### config.mk
export PLATFORM = sky130hd
export DESIGN_NAME = uart_rx_status
export DESIGN_NICKNAME = d
export VERILOG_FILES = /design/src/rtl/uart_rx_pkg.sv /design/src/rtl/uart_rx_deser.sv /design/src/rtl/uart_rx_fifo.sv /design/src/rtl/uart_rx_status.sv
export SDC_FILE = /design/constraint.sdc
export NUM_CORES = 1
export LEC_CHECK = 0
export BUFFER_PORTS_ARGS = -buffer_cell sky130_fd_sc_hd__buf_2
export CAP_MARGIN = 25
export CORE_UTILIZATION = 55
export DETAILED_ROUTE_END_ITERATION = 8
export PLACE_DENSITY = 0.73
export SYNTH_ARGS = -nofsm -noshare
export SYNTH_HDL_FRONTEND = slang
export SYNTH_SLANG_ARGS = --single-unit
### constraint.sdc
create_clock -name clk_i -period 6.1 [get_ports clk_i]
set_input_delay 1.22 -clock clk_i [delete_from_list [all_inputs] [get_ports clk_i]]
set_output_delay 1.22 -clock clk_i [all_outputs]
set_load 0.01 [all_outputs]
### src/rtl/uart_rx_pkg.sv
package uart_rx_pkg;
  typedef enum logic [2:0] {
    S_IDLE, S_START, S_DATA, S_PAR, S_STOP, S_BRK
  } rx_state_e;
endpackage

### src/rtl/uart_rx_deser.sv
module uart_rx_deser import uart_rx_pkg::*; #(
  parameter int DATA_W = 8,
  parameter int OS     = 16,
  localparam int CW    = $clog2(OS),
  localparam int BW    = $clog2(DATA_W),
  localparam int EW    = DATA_W + 3
) (
  input  logic          clk_i,
  input  logic          rst_ni,
  input  logic          tick_i,
  input  logic          rxd_i,
  input  logic          par_en_i,
  input  logic          par_odd_i,
  output logic          push_o,
  output logic [EW-1:0] entry_o
);
  rx_state_e         state_q;
  logic [CW-1:0]     cnt_q;
  logic [BW-1:0]     bit_q;
  logic [DATA_W-1:0] shift_q;
  logic              low_q, pe_q;
  logic              samp;

  assign samp = tick_i && (cnt_q == CW'(OS-1));

  always_ff @(posedge clk_i or negedge rst_ni) begin
    if (!rst_ni) begin
      state_q <= S_IDLE;
      cnt_q   <= '0;
      bit_q   <= '0;
      shift_q <= '0;
      low_q   <= 1'b1;
      pe_q    <= 1'b0;
      push_o  <= 1'b0;
      entry_o <= '0;
    end else begin
      push_o <= 1'b0;
      if (tick_i && state_q != S_IDLE) cnt_q <= cnt_q + 1'b1;
      unique case (state_q)
        S_IDLE: begin
          cnt_q <= '0;
          low_q <= 1'b1;
          pe_q  <= 1'b0;
          if (!rxd_i) state_q <= S_START;
        end
        S_START: if (tick_i && cnt_q == CW'(OS/2-1)) begin
          cnt_q   <= '0;
          bit_q   <= '0;
          state_q <= rxd_i ? S_IDLE : S_DATA;
        end
        S_DATA: if (samp) begin
          shift_q <= {rxd_i, shift_q[DATA_W-1:1]};
          low_q   <= low_q & ~rxd_i;
          if (bit_q == BW'(DATA_W-1)) state_q <= par_en_i ? S_PAR : S_STOP;
          else bit_q <= bit_q + 1'b1;
        end
        S_PAR: if (samp) begin
          pe_q    <= rxd_i ^ (^shift_q) ^ par_odd_i;
          low_q   <= low_q & ~rxd_i;
          state_q <= S_STOP;
        end
        S_STOP: if (samp) begin
          push_o <= 1'b1;
          if (low_q && !rxd_i) begin
            // break: single zero entry, then lock until line idles high
            entry_o <= {1'b1, 2'b00, {DATA_W{1'b0}}};
            state_q <= S_BRK;
          end else begin
            entry_o <= {1'b0, pe_q, ~rxd_i, shift_q};
            state_q <= S_IDLE;
          end
        end
        S_BRK: if (rxd_i) state_q <= S_IDLE;
        default: state_q <= S_IDLE;
      endcase
    end
  end

  AST_BRK_NO_PUSH: assert property (@(posedge clk_i) disable iff (!rst_ni)
    (state_q == S_BRK && $past(state_q) == S_BRK) |-> !push_o);
endmodule

### src/rtl/uart_rx_fifo.sv
module uart_rx_fifo #(
  parameter int WIDTH = 11,
  parameter int DEPTH = 4,
  localparam int AW   = $clog2(DEPTH)
) (
  input  logic             clk_i,
  input  logic             rst_ni,
  input  logic             push_i,
  input  logic [WIDTH-1:0] wdata_i,
  input  logic             pop_i,
  output logic [WIDTH-1:0] head_o,
  output logic             full_o,
  output logic             empty_o
);
  logic [WIDTH-1:0] mem_q [DEPTH];
  logic [AW-1:0]    wp_q, rp_q;
  logic [AW:0]      cnt_q;
  logic             do_push, do_pop;

  assign full_o  = (cnt_q == (AW+1)'(DEPTH));
  assign empty_o = (cnt_q == '0);
  assign do_push = push_i && !full_o;
  assign do_pop  = pop_i && !empty_o;
  assign head_o  = mem_q[rp_q];

  always_ff @(posedge clk_i or negedge rst_ni) begin
    if (!rst_ni) begin
      wp_q  <= '0;
      rp_q  <= '0;
      cnt_q <= '0;
      for (int i = 0; i < DEPTH; i++) mem_q[i] <= '0;
    end else begin
      if (do_push) begin
        mem_q[wp_q] <= wdata_i;
        wp_q        <= wp_q + 1'b1;
      end
      if (do_pop) rp_q <= rp_q + 1'b1;
      cnt_q <= cnt_q + (AW+1)'(do_push) - (AW+1)'(do_pop);
    end
  end

  AST_NO_OVERFLOW: assert property (@(posedge clk_i) disable iff (!rst_ni)
    (full_o && push_i && !pop_i) |=> full_o);
endmodule

### src/rtl/uart_rx_status.sv
module uart_rx_status #(
  parameter int DATA_W = 8,
  parameter int OS     = 16,
  parameter int DEPTH  = 4,
  localparam int EW    = DATA_W + 3
) (
  input  logic          clk_i,
  input  logic          rst_ni,
  input  logic          tick_i,
  input  logic          rxd_i,
  input  logic          par_en_i,
  input  logic          par_odd_i,
  input  logic          rd_i,
  input  logic          ecr_wr_i,
  output logic [EW-1:0] rdata_o,
  output logic [3:0]    rsr_o,
  output logic          rx_empty_o,
  output logic          err_irq_o
);
  logic          push, full, pop;
  logic [EW-1:0] entry;
  logic [2:0]    flags_q;
  logic          ovr_q;

  uart_rx_deser #(.DATA_W(DATA_W), .OS(OS)) u_deser (
    .clk_i, .rst_ni, .tick_i, .rxd_i, .par_en_i, .par_odd_i,
    .push_o(push), .entry_o(entry)
  );

  uart_rx_fifo #(.WIDTH(EW), .DEPTH(DEPTH)) u_fifo (
    .clk_i, .rst_ni, .push_i(push), .wdata_i(entry), .pop_i(rd_i),
    .head_o(rdata_o), .full_o(full), .empty_o(rx_empty_o)
  );

  assign pop   = rd_i && !rx_empty_o;
  assign rsr_o = {ovr_q, flags_q};

  always_ff @(posedge clk_i or negedge rst_ni) begin
    if (!rst_ni) begin
      flags_q   <= '0;
      ovr_q     <= 1'b0;
      err_irq_o <= 1'b0;
    end else begin
      // status follows the entry just popped, never the waiting head
      if (ecr_wr_i)  flags_q <= '0;
      else if (pop)  flags_q <= rdata_o[EW-1:DATA_W];
      if (push && full) ovr_q <= 1'b1;
      else if (ecr_wr_i) ovr_q <= 1'b0;
      err_irq_o <= push && !full && (|entry[EW-1:DATA_W]);
    end
  end

  AST_RSR_HOLD: assert property (@(posedge clk_i) disable iff (!rst_ni)
    (!pop && !ecr_wr_i) |=> $stable(flags_q));
  AST_RSR_LOAD: assert property (@(posedge clk_i) disable iff (!rst_ni)
    (pop && !ecr_wr_i) |=> flags_q == $past(rdata_o[EW-1:DATA_W]));
  AST_RSR_CLEAR: assert property (@(posedge clk_i) disable iff (!rst_ni)
    ecr_wr_i |=> flags_q == 3'b000);
  AST_IRQ_PULSE: assert property (@(posedge clk_i) disable iff (!rst_ni)
    err_irq_o |=> !err_irq_o);
  AST_EMPTY_NO_POP: assert property (@(posedge clk_i) disable iff (!rst_ni)
    (rx_empty_o && !push) |=> rx_empty_o);
endmodule

==> flow_metrics.tcl, run 1 <==
set metrics [dict create \
    yosys.area.top_type_share 0.511 \
    post-cts-setup-buffers 0 \
    worstHoldStart "u_deser.low_q" \
    die_h_um 90 \
    hold_buffers 0 \
    htree_levels 3 \
    yosysTopAreaCell "dfrtp_1" \
    synth_edf_count 0 \
    ys_ff_latch 88 \
    wl_per_cell_um 16.0 \
    syn_area_um2 4260 \
    area_growth_pct 8.20 \
    worstSetupEndpointType "output pin" \
    clk_path_buf_depth 2 \
    hp-class "reg -> reg" \
    clk_latency_ns 0.36 \
    path_class "reg -> out" \
    root_buffer "clkbuf_8" \
    dieArea_um2 8100 \
    synth_fa_ha_area_frac 0.0311 \
    slew_violations 0 \
    pwr_density_cell_nw_per_um2 298 \
    antenna_found_initial 0 \
    grt_max_degree 54 \
    cts.sinks 88 \
    drt_wl_total_um 7110 \
    finalNonFillerCells 443 \
    max_freq_ghz 0.310 \
    synth_fp_nets 337 \
    syn_inst 319 \
    hold_viol 0 \
    muxShareOfSynthArea 0.236 \
    maxSlewHeadroom 0.466 \
    cts_buffers 9 \
    cp_data_required_time_ns 4.88 \
    cts_tree "done" \
    synth_top_family_by_area "multiplexers" \
    synth_area_leaders "dfrtp_1 51%, mux2_4 14%, mux4_2 5.8%" \
    gp_congestion 0.704 \
    cp.arrival_ns 2.00 \
    r2r_start "u_fifo.cnt_q[2]" \
    placedCellCount 427 \
    ys_warn_count 0 \
    vias_per_cell 5.51 \
    io_buffer_count 24 \
    worst_setup_path_start_kind "register" \
    timing.critical_path.from "u_fifo.rp_q[0]" \
    grt_pass1_vias 2491 \
    fin_nets 357 \
    layout_min_cycle_time_ns 3.22 \
    synth-xor-area-share 0.0350 \
    grt.total_usage 0.200 \
    status "completed" \
    synth_compound_area_frac 0.0588 \
    drv_cap 0 \
    drtPass1Iterations 4 \
    place_hpwl_um 4770 \
    start_util 0.578 \
    synth_ff_type "dfrtp_1" \
    async_flop_share 1.00 \
    synth.distinct_cells 41 \
    grt_pass1_wl_um 12600 \
    setup_tns_ns 0 \
    final.fill_count 569 \
    via_count 2439 \
    n_antenna_cell 0 \
    fin_crit_sh 0.528 \
    rsz0062_at_grt "no" \
    clkTransAtPathRegs_ns 0.09 \
    total_leakage_power_nw 2.30 \
    gr-total-overflow 0 \
    die_x_um 90 \
    post_cts_resized 0 \
    peakVddDrop_mv 0.320 \
    core_um2 7370 \
    postSynthAreaPerCell_um2 13.4 \
    synth_most_common_cell "dfrtp_1" \
    yosys-top-cells-count "87 x dfrtp_1, 40 x mux2_4, 36 x nand2_1, 18 x o21ai_0, 15 x xnor2_1" \
    layout-drive-gt1-share 0.337 \
    placementRows 31 \
    clock_skew_ns 0.0127 \
    num_io_pins 25 \
    remaining_drc_errors 0 \
    ys_seq_area_frac 0.517 \
    setup_viol 0 \
    tightest_slew_ns 0.801 \
    drtAntennaViolNets 0 \
    drt_iter0_drc 94 \
    worst-path-max-fanout 13 \
    yosys.area_share.simple 0.0858 \
]
[report_power, final]
group          total (mW)  internal [mW]  switching, mW
registers           0.721          0.618          0.104
clock network       0.423          0.207          0.216
logic               0.227          0.121          0.106
total                1.37          0.945          0.426
[stage by stage]
step / cell area, um2 / hold WS, ns / power [mW] / worst slack [ns] / utilization
after global placement: 4400 / 0.468 / 0.958 / 3.19 / 0.596
after detailed placement: 4400 / 0.490 / 0.963 / 3.15 / 0.596
after global routing: 4610 / 0.529 / 1.45 / 2.69 / 0.625
after floorplan: 4260 / 0.454 / 0.912 / 3.39 / -
final: 4610 / 0.503 / 1.37 / 2.88 / 0.625
after CTS: 4610 / 0.504 / 1.39 / 2.80 / 0.625
[cell usage in the layout, fill, tap and decap left out, drive strengths merged, types with 2 or more instances in the layout]
cell,n
buf,25
nor2b,2
o21a,3
inv,13
nand2b,4
nand3,7
o22ai,2
o31ai,3
nor3,4
nor2,14
mux4,11
dfrtp,87
mux2i,2
ha,9
xor2,2
mux2,52
xnor2,15
a21oi,5
nand2,40
clkbuf,10
o21ai,18
o31a,2
[registers in the layout, indices dropped and copies added (netlist names), 2 cells and up]
register,count
u_fifo.mem_q,44
u_deser.bit_q,3
u_fifo.cnt_q,3
u_deser.state_q,3
u_deser.shift_q,8
u_deser.entry_o,11
u_deser.cnt_q,4
u_fifo.rp_q,2
flags_q,3
u_fifo.wp_q,2
[kinds of logic after synthesis]
logic type / Yosys count
xor+xnor: 17
compound gates: 37
simple gates: 76
flops: 88
buf+inv: 26
mux: 65
fa+ha+maj: 10
[cell type report]
cell class                 count  area [um2]  area share
clock inverter                 6        75.1      0.0163
sequential                    88        2200       0.478
timing repair buffer          25         130      0.0282
multi-input combinational    205        1900       0.412
clock buffer                  10         138      0.0299
inverter                      10        37.5     0.00815
tap                           99         124      0.0269
[per-layer routing]
layer,vias up,share of wire,global-route usage
li1,1151,-,-
met1,1227,0.47,0.273
met2,47,0.47,0.310
met3,14,0.034,0.0474
met4,0,0.020,0.0820
met5,-,0,0
[critical path: stages, from the launching register on]
cell	delay, ns
dfrtp_1	0.88
mux4_2	0.61
buf_2	0.16
[path summary, 6_finish.rpt]
kind	end	slack, ns	cells after the start
max	rdata_o[8]	2.88	2
min	u_deser.low_q	0.50	2
max reg2reg	u_fifo.cnt_q[2]	3.75	10
min reg2reg	u_deser.low_q	0.50	2
max in group asynchronous	u_fifo.mem_q[15]	4.25	2
min in group asynchronous	ovr_q	0.80	1
Note: power is estimated with default switching activity, not from simulation.
==> run 2, diff against run 1 <==
==> constraint.sdc (replaced) <==
create_clock -name clk_i -period 3.25 [get_ports clk_i]
set_input_delay 0.65 -clock clk_i [delete_from_list [all_inputs] [get_ports clk_i]]
set_output_delay 0.65 -clock clk_i [all_outputs]
set_load 0.01 [all_outputs]
==> flow_metrics.tcl, run 2 (synthesis results as in run 1) <==
set metrics [dict create \
    vias_per_cell 5.36 \
    via_count 2386 \
    gr-total-overflow 0 \
    status "completed" \
    tightest_slew_ns 0.733 \
    maxSlewHeadroom 0.510 \
    grt_max_degree 59 \
    hold_viol 0 \
    max_freq_ghz 0.392 \
    worst_setup_path_start_kind "register" \
    n_antenna_cell 0 \
    hp-class "in -> async" \
    htree_levels 3 \
    r2r_start "u_fifo.cnt_q[2]" \
    dieArea_um2 8100 \
    worst-path-max-fanout 7 \
    setup_tns_ns 0 \
    final.fill_count 575 \
    wl_per_cell_um 16.2 \
    fin_crit_sh 0.785 \
    dp_slack_ns 0.835 \
    pwr_density_cell_nw_per_um2 582 \
    clkTransAtPathRegs_ns 0.09 \
    grt_pass1_vias 2516 \
    cts_buffers 9 \
    path_class "reg -> out" \
    post_cts_resized 0 \
    drtPass1Iterations 4 \
    reg.largest.list "u_fifo.mem_q: 44 flops, u_deser.entry_o: 11 flops, u_deser.shift_q: 8 flops" \
    io_buffer_count 24 \
    grt_util_met3 0.0465 \
    gp_congestion 0.716 \
    largest_reg_flops 44 \
    drtAntennaViolNets 0 \
    largest-register "u_fifo.mem_q" \
    post-route-worst-setup-slack_ns 0.697 \
    drt_wl_total_um 7220 \
    clk_path_buf_depth 2 \
    die_h_um 90 \
    layout_min_cycle_time_ns 2.55 \
    total_power_mw 2.71 \
    cts.sinks 88 \
    start_util 0.578 \
    r2r_end "u_fifo.cnt_q[2]" \
    antenna_found_initial 0 \
    hold_buffers 0 \
    reg2regPathDepth 10 \
    root_buffer "clkbuf_8" \
    drv_cap 0 \
    worstSetupEndpointType "output pin" \
    grt_pass1_wl_um 12800 \
    use_met1 0.279 \
    num_io_pins 25 \
    clk_latency_ns 0.35 \
    busiest_layer "met2" \
    remaining_drc_errors 0 \
    cp_data_required_time_ns 2.60 \
    r2r_slack_ns 0.81 \
    cp.arrival_ns 1.90 \
    clock_skew_ns 0.0148 \
    layout_commonest_cell "dfrtp_1" \
    total_leakage_power_nw 2.32 \
    slew_violations 0 \
    final_util 0.632 \
    fin_nets 359 \
    timing.hold.ws_ns 0.338 \
    cts_tree "done" \
    post-cts-setup-buffers 0 \
    layout-drive-gt1-share 0.338 \
    placementRows 31 \
    grt.total_usage 0.202 \
    setup_viol 0 \
    rsz0062_at_grt "no" \
    die_x_um 90 \
    area_growth_pct 9.28 \
    core_um2 7370 \
    peakVddDrop_mv 0.519 \
    grtUsageMet2 0.323 \
    final_cell_mix "87 x dfrtp_1, 40 x mux2_4, 36 x nand2_1" \
    place_hpwl_um 4880 \
    drt_iter0_drc 63 \
]
run 2: changes by cell type in the layout (fill, tap and decap cells not counted), sizes merged:
cell / previous run / this run
clkinv: 1 / 0
clkinvlp: 1 / 2
bufinv: 1 / 3
inv: 13 / 11
buf: 25 / 27
run 2: report_power, final:
| part | internal [mW] | total [mW] | switching [mW] |
|---|---|---|---|
| sequential | 1.16 | 1.33 | 0.170 |
| clock | 0.516 | 0.915 | 0.399 |
| combinational | 0.234 | 0.464 | 0.230 |
run 2: how the worst max path moves through the flow:
stage,from,end,slack [ns],cells after the start
global route,u_fifo.rp_q[0],rdata_o[9],0.56,3
floorplan,u_fifo.cnt_q[2],u_fifo.cnt_q[2],0.87,10
detailed placement,u_fifo.cnt_q[2],u_fifo.cnt_q[2],0.83,10
CTS,u_fifo.rp_q[0],rdata_o[9],0.65,3
finish,u_fifo.rp_q[0],rdata_o[9],0.70,3
global placement,rd_i,u_fifo.cnt_q[2],0.94,10
run 2: layout make-up:
cell class              count  area, um2  area share
clock inverters             6        116      0.0250
well taps                  99        124      0.0266
repair buffers             27        145      0.0312
flip-flops and latches     88       2200       0.473
clock buffers              10        128      0.0274
inverters                  10       37.5     0.00806
multi-input cells         205       1900       0.408
run 2: per-layer routing:
layer / vias to the layer above / share of wire
li1: 1153 / -
met1: 1194 / 0.48
met2: 31 / 0.48
met3: 8 / 0.028
met4: 0 / 0.0098
met5: - / 0
run 2: per-stage QoR:
stage	instance area, um2	std cells
2_1_floorplan	4260	319
3_3_place_gp	4410	429
3_5_place_dp	4410	429
4_1_cts	4650	445
5_1_grt	4650	445
6_report	4650	445
run 2: critical path, cell delays in order (launching register included):
cell	delay, ns
dfrtp_1	0.57
buf_4	0.28
mux4_2	0.54
buf_2	0.16
==> run 3, diff against run 2 <==
==> constraint.sdc (replaced) <==
create_clock -name clk_i -period 2.5 [get_ports clk_i]
set_input_delay 0.5 -clock clk_i [delete_from_list [all_inputs] [get_ports clk_i]]
set_output_delay 0.5 -clock clk_i [all_outputs]
set_load 0.01 [all_outputs]
==> flow_metrics.tcl, run 3 (synthesis results as in run 1) <==
set metrics [dict create \
    dieArea_um2 8100 \
    n_antenna_cell 0 \
    grt_pass1_wl_um 12800 \
    reg.largest.list "u_fifo.mem_q: 44 flops, u_deser.entry_o: 11 flops, u_deser.shift_q: 8 flops" \
    peakVddDrop_mv 0.449 \
    max_stage_delay_ns 0.46 \
    gr-total-overflow 0 \
    finalNonFillerCells 448 \
    cts_buffers 9 \
    grt_max_degree 48 \
    core_um2 7370 \
    gp_congestion 0.715 \
    largest-register "u_fifo.mem_q" \
    drtAntennaViolNets 0 \
    post-cts-setup-buffers 0 \
    grt_util_met3 0.0575 \
    drt_iter0_drc 81 \
    fin_crit_sh 0.903 \
    layout_commonest_cell "dfrtp_1" \
    status "completed" \
    crit_chain "nor3_1 > nand2b_1 > inv_1 > ha_1 > inv_1 > ha_1 > inv_1 > fa_1 > xnor2_1 > xnor2_1" \
    vias_per_cell 5.48 \
    clkTransAtPathRegs_ns 0.09 \
    hold_viol 0 \
    crit_top_cell "inv_1" \
    die_x_um 90 \
    clk_path_buf_depth 2 \
    clk_latency_ns 0.36 \
    placementRows 31 \
    use_met1 0.271 \
    path_class "reg -> reg" \
    busiest_layer "met2" \
    num_io_pins 25 \
    worst_setup_path_start_kind "register" \
    final_cell_mix "87 x dfrtp_1, 40 x mux2_4, 36 x nand2_1" \
    drtPass1Iterations 4 \
    worstSetupEndpointType "register" \
    die_h_um 90 \
    maxSlewHeadroom 0.572 \
    hp-class "in -> reg" \
    remaining_drc_errors 0 \
    p_sw_mw 1.04 \
    drt_wl_total_um 7350 \
    layout_min_cycle_time_ns 2.26 \
    setup_tns_ns 0 \
    total_leakage_power_nw 2.31 \
    cts_tree "done" \
    timing.hold.ws_ns 0.334 \
    cp_data_required_time_ns 2.78 \
    via_count 2457 \
    wl_per_cell_um 16.4 \
    htree_levels 3 \
    drv_cap 0 \
    placedCellCount 431 \
    p_seq_frac 0.526 \
    grt_pass1_vias 2526 \
    grt.total_usage 0.203 \
    place_hpwl_um 4920 \
    fin_nets 362 \
    tightest_slew_ns 0.642 \
    clock_skew_ns 0.0150 \
    antenna_found_initial 0 \
    cp_num_buf_inv 3 \
    area_growth_pct 8.72 \
    rsz0062_at_grt "no" \
    fin_area_um2 4630 \
    power.internal_mw 2.21 \
    grtUsageMet2 0.321 \
    largest_reg_flops 44 \
    io_buffer_count 24 \
    dpl-instance-area_um2 4440 \
    switching_share 0.319 \
    final_util 0.628 \
    setup_viol 0 \
    p_clk_frac 0.277 \
    cp.arrival_ns 2.54 \
    root_buffer "clkbuf_8" \
    max_freq_ghz 0.443 \
    slew_violations 0 \
    cts.sinks 88 \
    worst-path-max-fanout 5 \
    pwr_density_cell_nw_per_um2 701 \
    path_delay_family "adder cells" \
    start_util 0.578 \
    comb_power_share 0.197 \
    cpMaxStageDelayCell "dfrtp_1" \
    layout-drive-gt1-share 0.344 \
]
-- run 3: metal layers --
metal / wire length, um / vias up / part of all wire
met4: 90 / 0 / 0.012
met2: 3500 / 32 / 0.48
met1: 3540 / 1255 / 0.48
li1: - / 1162 / -
met5: 0 / - / 0
met3: 218 / 8 / 0.030
-- run 3: power groups by stage --
stage / sequential, mW / clock, mW / combinational [mW]
floorplan: 1.62 / 0 / 0.605
global placement: 1.73 / 0 / 0.633
detailed placement: 1.74 / 0 / 0.651
CTS: 1.71 / 0.924 / 0.654
global route: 1.73 / 0.992 / 0.713
finish: 1.71 / 0.898 / 0.640
-- run 3: worst paths after layout --
path,startpoint,cells past startpoint,endpoint,slack [ns]
setup / recovery,u_fifo.cnt_q[2],10,u_fifo.cnt_q[2],0.24
hold / removal,ecr_wr_i,2,flags_q[1],0.33
setup reg to reg,u_fifo.cnt_q[2],10,u_fifo.cnt_q[2],0.24
min in group asynchronous,rst_ni,2,u_fifo.cnt_q[2],0.54
max in group asynchronous,rst_ni,3,u_deser.low_q,1.31
hold reg to reg,u_deser.low_q,2,u_deser.low_q,0.51
-- run 3: repair_timing --
item,CTS,global route
resized for setup,0,0
hold buffers,1,0
endpoints found under the hold margin,10,0
setup endpoints to repair,0,0
-- run 3: layout make-up --
cell class | instances | area, um2
clock buffers | 10 | 138
clock inverters | 6 | 45.0
fillers | 572 | 2740
inverters | 10 | 37.5
multi-input cells | 205 | 1900
flip-flops and latches | 88 | 2200
well taps | 99 | 124
repair buffers | 30 | 183
-- run 3: metrics by stage --
stage / worst slack (ns) / power (mW)
4_1_cts: 0.224 / 3.28
5_1_grt: 0.0139 / 3.44
6_report: 0.243 / 3.25
3_3_place_gp: 0.349 / 2.36
2_1_floorplan: 0.122 / 2.22
3_5_place_dp: 0.242 / 2.39
-- run 3: worst register-to-register path, stage by stage, from the launching register on --
cell      delay [ns]
dfrtp_1         0.46
nor3_1          0.24
nand2b_1        0.16
inv_1           0.09
ha_1            0.29
inv_1           0.05
ha_1            0.13
inv_1           0.05
fa_1            0.37
xnor2_1         0.21
xnor2_1         0.14
